<file path="src/rtl/aud_clkdiv_pkg.sv">
package aud_clkdiv_pkg;
   localparam int RATIO_W = 5;

   function automatic logic [RATIO_W-1:0] mclk_ratio(input logic [3:0] code);
      case (code)
         4'd0:    mclk_ratio = 5'd1;
         4'd1:    mclk_ratio = 5'd2;
         4'd2:    mclk_ratio = 5'd4;
         4'd3:    mclk_ratio = 5'd6;
         4'd4:    mclk_ratio = 5'd8;
         4'd5:    mclk_ratio = 5'd12;
         4'd6:    mclk_ratio = 5'd16;
         default: mclk_ratio = 5'd24;
      endcase
   endfunction

   function automatic logic [RATIO_W-1:0] bclk_ratio(input logic [2:0] code);
      case (code)
         3'd0:    bclk_ratio = 5'd2;
         3'd1:    bclk_ratio = 5'd4;
         3'd2:    bclk_ratio = 5'd6;
         3'd3:    bclk_ratio = 5'd8;
         3'd4:    bclk_ratio = 5'd12;
         default: bclk_ratio = 5'd16;
      endcase
   endfunction
endpackage

</file>
<file path="src/rtl/aud_clkdiv_stage.sv">
module aud_clkdiv_stage #(
   parameter int CW      = 5,
   parameter int RST_CNT = 0
) (
   input  logic          clk,
   input  logic          rst_n,
   input  logic          adv,
   input  logic [CW-1:0] ratio,
   input  logic          restart,
   input  logic [CW-1:0] ratio_nx,
   output logic          lvl,
   output logic          tick
);
   logic [CW-1:0] cnt;
   logic [CW-1:0] cnt_inc;
   logic          term;

   initial begin
      if (CW < 2) $error("stage counter width too small");
      if (RST_CNT >= (1 << CW)) $error("reset count does not fit");
   end

   assign term    = (cnt == ratio - 1'b1);
   assign tick    = adv & term;
   assign cnt_inc = term ? '0 : cnt + 1'b1;

   always_ff @(posedge clk or negedge rst_n) begin
      if (!rst_n) begin
         cnt <= CW'(RST_CNT);
         lvl <= 1'b0;
      end else if (restart) begin
         cnt <= '0;
         lvl <= (ratio_nx >> 1) != '0;
      end else if (adv) begin
         cnt <= cnt_inc;
         lvl <= cnt_inc < (ratio >> 1);
      end
   end

   AST_CNT_BOUND: assert property (@(posedge clk) disable iff (!rst_n)
      cnt < ratio);
   AST_LVL_ON_TICK: assert property (@(posedge clk) disable iff (!rst_n)
      !adv |=> $stable(lvl));
endmodule

</file>
<file path="src/rtl/aud_clkdiv.sv">
module aud_clkdiv
   import aud_clkdiv_pkg::*;
#(
   parameter int WORD_BITS = 16
) (
   input  logic       clk_mod,
   input  logic       rst_n,
   input  logic [7:0] cfg,
   output logic       mclk_o,
   output logic       bclk_o,
   output logic       fclk_o
);
   localparam int FRAME_LEN = 2 * WORD_BITS;
   localparam int FCW       = $clog2(FRAME_LEN) + 1;

   generate
      if (WORD_BITS < 2) begin : g_bad_word
         initial $error("WORD_BITS must be at least 2");
      end
   endgenerate

   logic [RATIO_W-1:0] mr_act, br_act, mr_nx, br_nx;
   logic               mclk_lvl, mtick;
   logic               bclk_lvl, btick;
   logic               fclk_lvl, ftick;
   logic [FCW-1:0]     frame_len;

   assign mr_nx     = mclk_ratio(cfg[3:0]);
   assign br_nx     = bclk_ratio(cfg[6:4]);
   assign frame_len = FCW'(FRAME_LEN);

   always_ff @(posedge clk_mod or negedge rst_n) begin
      if (!rst_n) begin
         mr_act <= mclk_ratio(4'd0);
         br_act <= bclk_ratio(3'd0);
      end else if (ftick) begin
         mr_act <= mr_nx;
         br_act <= br_nx;
      end
   end

   aud_clkdiv_stage #(.CW(RATIO_W), .RST_CNT(0)) u_mstage (
      .clk(clk_mod), .rst_n(rst_n), .adv(1'b1), .ratio(mr_act),
      .restart(ftick), .ratio_nx(mr_nx), .lvl(mclk_lvl), .tick(mtick));

   aud_clkdiv_stage #(.CW(RATIO_W), .RST_CNT(1)) u_bstage (
      .clk(clk_mod), .rst_n(rst_n), .adv(mtick), .ratio(br_act),
      .restart(ftick), .ratio_nx(br_nx), .lvl(bclk_lvl), .tick(btick));

   aud_clkdiv_stage #(.CW(FCW), .RST_CNT(FRAME_LEN - 1)) u_fstage (
      .clk(clk_mod), .rst_n(rst_n), .adv(btick), .ratio(frame_len),
      .restart(ftick), .ratio_nx(frame_len), .lvl(fclk_lvl), .tick(ftick));

   always_comb begin
      if (!cfg[7] || !rst_n) mclk_o = 1'b0;
      else if (mr_act == 5'd1) mclk_o = clk_mod;
      else mclk_o = mclk_lvl;
   end
   assign bclk_o = bclk_lvl;
   assign fclk_o = fclk_lvl;

   AST_CFG_FRAME_SYNC: assert property (@(posedge clk_mod) disable iff (!rst_n)
      !ftick |=> ($stable(mr_act) && $stable(br_act)));
   AST_FRAME_ON_BCLK: assert property (@(posedge clk_mod) disable iff (!rst_n)
      $rose(fclk_o) |-> $rose(bclk_o));
   AST_BCLK_ON_MTICK: assert property (@(posedge clk_mod) disable iff (!rst_n)
      !mtick |=> $stable(bclk_o));
endmodule

</file>
<file path="config.mk">
export PLATFORM = sky130hd
export DESIGN_NAME = aud_clkdiv
export DESIGN_NICKNAME = d
export VERILOG_FILES = /design/src/rtl/aud_clkdiv_pkg.sv /design/src/rtl/aud_clkdiv_stage.sv /design/src/rtl/aud_clkdiv.sv
export SDC_FILE = /design/constraint.sdc
export NUM_CORES = 1
export LEC_CHECK = 0
export BUFFER_PORTS_ARGS = -buffer_cell sky130_fd_sc_hd__buf_2
export CORE_UTILIZATION = 54
export CTS_CLUSTER_SIZE = 14
export DETAILED_ROUTE_END_ITERATION = 8
export PLACE_DENSITY = 0.77
export SETUP_SLACK_MARGIN = 0.5
export SLEW_MARGIN = 10
export SYNTH_ARGS = -nofsm -noshare
export SYNTH_HDL_FRONTEND = slang
export SYNTH_SLANG_ARGS = --single-unit
</file>
<file path="constraint.sdc">
create_clock -name clk_mod -period 3.3 [get_ports clk_mod]
set_input_delay 0.165 -clock clk_mod [delete_from_list [all_inputs] [get_ports clk_mod]]
set_output_delay 0.165 -clock clk_mod [all_outputs]
set_load 0.01 [all_outputs]
</file>
==> impl_metrics.csv <==
group,metric,value,unit
clock_network,cts_tree,"yes",
cells_and_area,final_cell_mix,"dfrtp_1, nor2_1, buf_2",
worst_hold_path,hp-class,"input pin to flop",
die,fp.dieH,61.1,um
setup_path,crit_required,3.67,ns
global_route,overflow,0,
placement,postPlaceCellArea,2070,um^2
setup_path,critical_path_buf_inv_count,1,
yosys,netlist_instances,188,
setup_path,crit_slowest_cell,"dfstp_2",
yosys,synth_flop_cell,"dfrtp_1",
die,rows,21,
status,status,"complete, no violations",
clock_network,path_clk_slew,0.15,ns
cells_and_area,fin_nets,239,
timing,slew_headroom,57.4,%
setup_path,end_kind,"flop",
yosys,synth_edf_count,0,
timing,setup-violations-final,0,
die,dieWidth,61.1,um
timing,tightest_slew,0.639,ns
yosys,synth_nets,210,
placement,dpl.hpwl,3030,um
setup_path,worstPathCellList,"inv_2 > ha_4 > nand3b_1 > a21boi_4 > o311a_1 > nand2_2 > and2_1 > ha_1 > nor2b_1 > o211a_1 > or4b_4 > o21a_1 > o32ai_2",
route,drt_iter0_drc,102,
yosys,synth.distinct_cells,45,
yosys,synth_async_sr_flop_share,100,%
timing,hold_viol,0,
cells_and_area,final_cell_area,2250,um^2
setup_path,cp_slowest_stage_delay,0.59,ns
power,leakage,0.00103,uW
power,power_density,265,nW/um^2
power,peakVddDrop,0.202,mV
global_route,antenna_found_initial,0,
timing,grt_setup_unrepaired,"true",
route,wl_per_cell,16.2,um
route,first_pass_iters,4,
route,drc,0,
yosys,synth_warnings,0,
placement,portBuffers,12,
timing,min_period,3.19,ns
yosys,synth.avg_cell_area,10.0,um^2
yosys,synth-seq-cells,28,
setup_path,cp_max_fo,4,
route,via_per_inst,5.87,
timing,fin_skew,0.00256,ns
global_route,grt_pass1_wl,6620,um
job,maxCapViolations,0,
route,ant_nets,0,
cells_and_area,syn_to_final_growth,19.3,%
cells_and_area,diodes,0,
timing,fin_setup_tns,0,ns
global_route,grt_pass1_vias,1528,
cells_and_area,drive_above_1_share,31.5,%
die,pin_count,13,
placement,place_congestion,0.871,
yosys,ys_seq_area_share,37.7,%
timing,fin_crit_sh,96.8,%
global_route,grt_usage,25.1,%
die,die-area,3730,um^2
cells_and_area,seq_area,711,um^2
setup_path,path_class,"flop to flop",
setup_path,start_kind,"flop",
route,vias,1538,
die,start_util,56.4,%
global_route,grt_max_degree,30,
setup_path,worst_ep_arrival_time,3.57,ns
timing,fmax,313,MHz
cells_and_area,final_common_cell,"dfrtp_1",
placement,dp_cells,249,
die,coreArea,3340,um^2
cells_and_area,fillers,257,
yosys,syn_area,1880,um^2
route,routed_wl,4240,um
cells_and_area,multi_input_area,1230,um^2
setup_path,cp_top_family,"compound AO/OA/AOI/OAI gates",
clock_network,worst_skew_pair.late_latency,0.45,ns
timing,drv_slew,0,
cells_and_area,layoutNonFillerInstCount,262,
==> synth_stat cells (all sizes together) (2+ instances only) <==
master  instances  area (um^2)
nand2b          7         43.8
nand3b          3         22.5
inv             9         33.8
nor2           17         66.3
o21ai           7         35.0
nand3           7         40.0
a31oi           2         12.5
nor3            5         36.3
and3            2         12.5
mux2i           6         60.1
xnor2           7         61.3
o211a           2         20.0
nand4           5         31.3
o21a            2         15.0
xor2            9         78.8
nand2          11         41.3
mux2           11          124
ha             12          150
dfrtp          20          500
dfstp           8          210
and2            5         31.3
o31ai           5         42.5
nor4            2         12.5
a21oi           8         40.0
==> logic make-up (layout without fill, tap and decap cells) <==
| kind of cell | Yosys count | count (layout) | synth area share [%] |
|---|---|---|---|
| buf+inv | 11 | 39 | 2.26 |
| simple gates | 70 | 70 | 20.5 |
| mux | 17 | 17 | 9.77 |
| fa+ha+maj | 12 | 12 | 7.97 |
| compound gates | 33 | 33 | 13.1 |
| xor+xnor | 17 | 17 | 8.64 |
| flops | 28 | 28 | 37.7 |
==> through the flow <==
step	setup slack [ns]	utilization [%]	hold slack (ns)	power, uW
2_1_floorplan	0.147	-	-0.131	357
3_3_place_gp	0.210	62.1	0.218	373
3_5_place_dp	0.106	62.1	0.229	374
4_1_cts	0.0977	65.1	0.000222	600
5_1_grt	-0.0255	67.3	0.0571	619
6_report	0.107	67.3	0.0408	595
==> per-layer routing <==
| layer | part of all wire [%] | up-vias | wire, um | GRT usage (%) |
|---|---|---|---|---|
| li1 | - | 733 | - | - |
| met1 | 44 | 757 | 1850 | 28.7 |
| met2 | 50 | 40 | 2110 | 42.2 |
| met3 | 4.8 | 8 | 205 | 7.98 |
| met4 | 1.7 | 0 | 74 | 12.3 |
| met5 | 0 | - | 0 | 0 |
==> final timing paths <==
kind,from,to,slack [ns],cells past startpoint
worst max-delay path,mr_act[0],u_mstage.lvl,0.11,13
worst min-delay path,cfg[3],mr_act[1],0.04,4
worst max register to register,mr_act[0],u_mstage.lvl,0.11,13
worst min register to register,u_fstage.cnt[2],u_fstage.cnt[2],0.52,1
max in group asynchronous,rst_n,u_fstage.cnt[5],2.64,2
min in group asynchronous,rst_n,br_act[2],0.25,2
==> power by group <==
group	switching [uW]	internal (uW)	total (uW)
registers	0	344	344
logic	15.8	10.3	26.1
clock network	117	108	226
==> worst reg2reg max path, stage by stage, from the launching register on <==
cell and delay [ns]:
dfstp_2 0.59, inv_2 0.06, ha_4 0.17, nand3b_1 0.14, a21boi_4 0.09, o311a_1 0.36
nand2_2 0.07, and2_1 0.12, ha_1 0.23, nor2b_1 0.14, o211a_1 0.21, or4b_4 0.49
o21a_1 0.20, o32ai_2 0.24
==> area by class of cell <==
type	count	share of cell area, %
multi-input combinational	149	55.0
timing repair buffer	22	6.46
sequential	28	31.6
tap	46	2.56
inverter	9	1.50
clock buffer	8	2.84
==> flip-flops by register name, indices dropped and copies added (netlist names) <==
register and cells:
mr_act 5, u_fstage.lvl 1, u_fstage.cnt 6, u_bstage.lvl 1, u_bstage.cnt 5, u_mstage.cnt 5
u_mstage.lvl 1, br_act 4
==> repair_timing <==
action	in CTS	in global routing
resized for setup	3	10
cloned	0	0
endpoints found under the hold margin	21	1
hold buffers	2	1
endpoints found under the setup margin	2	2
buffers inserted	1	2
pin swaps	2	6
Power figures use the tool's default switching activity.
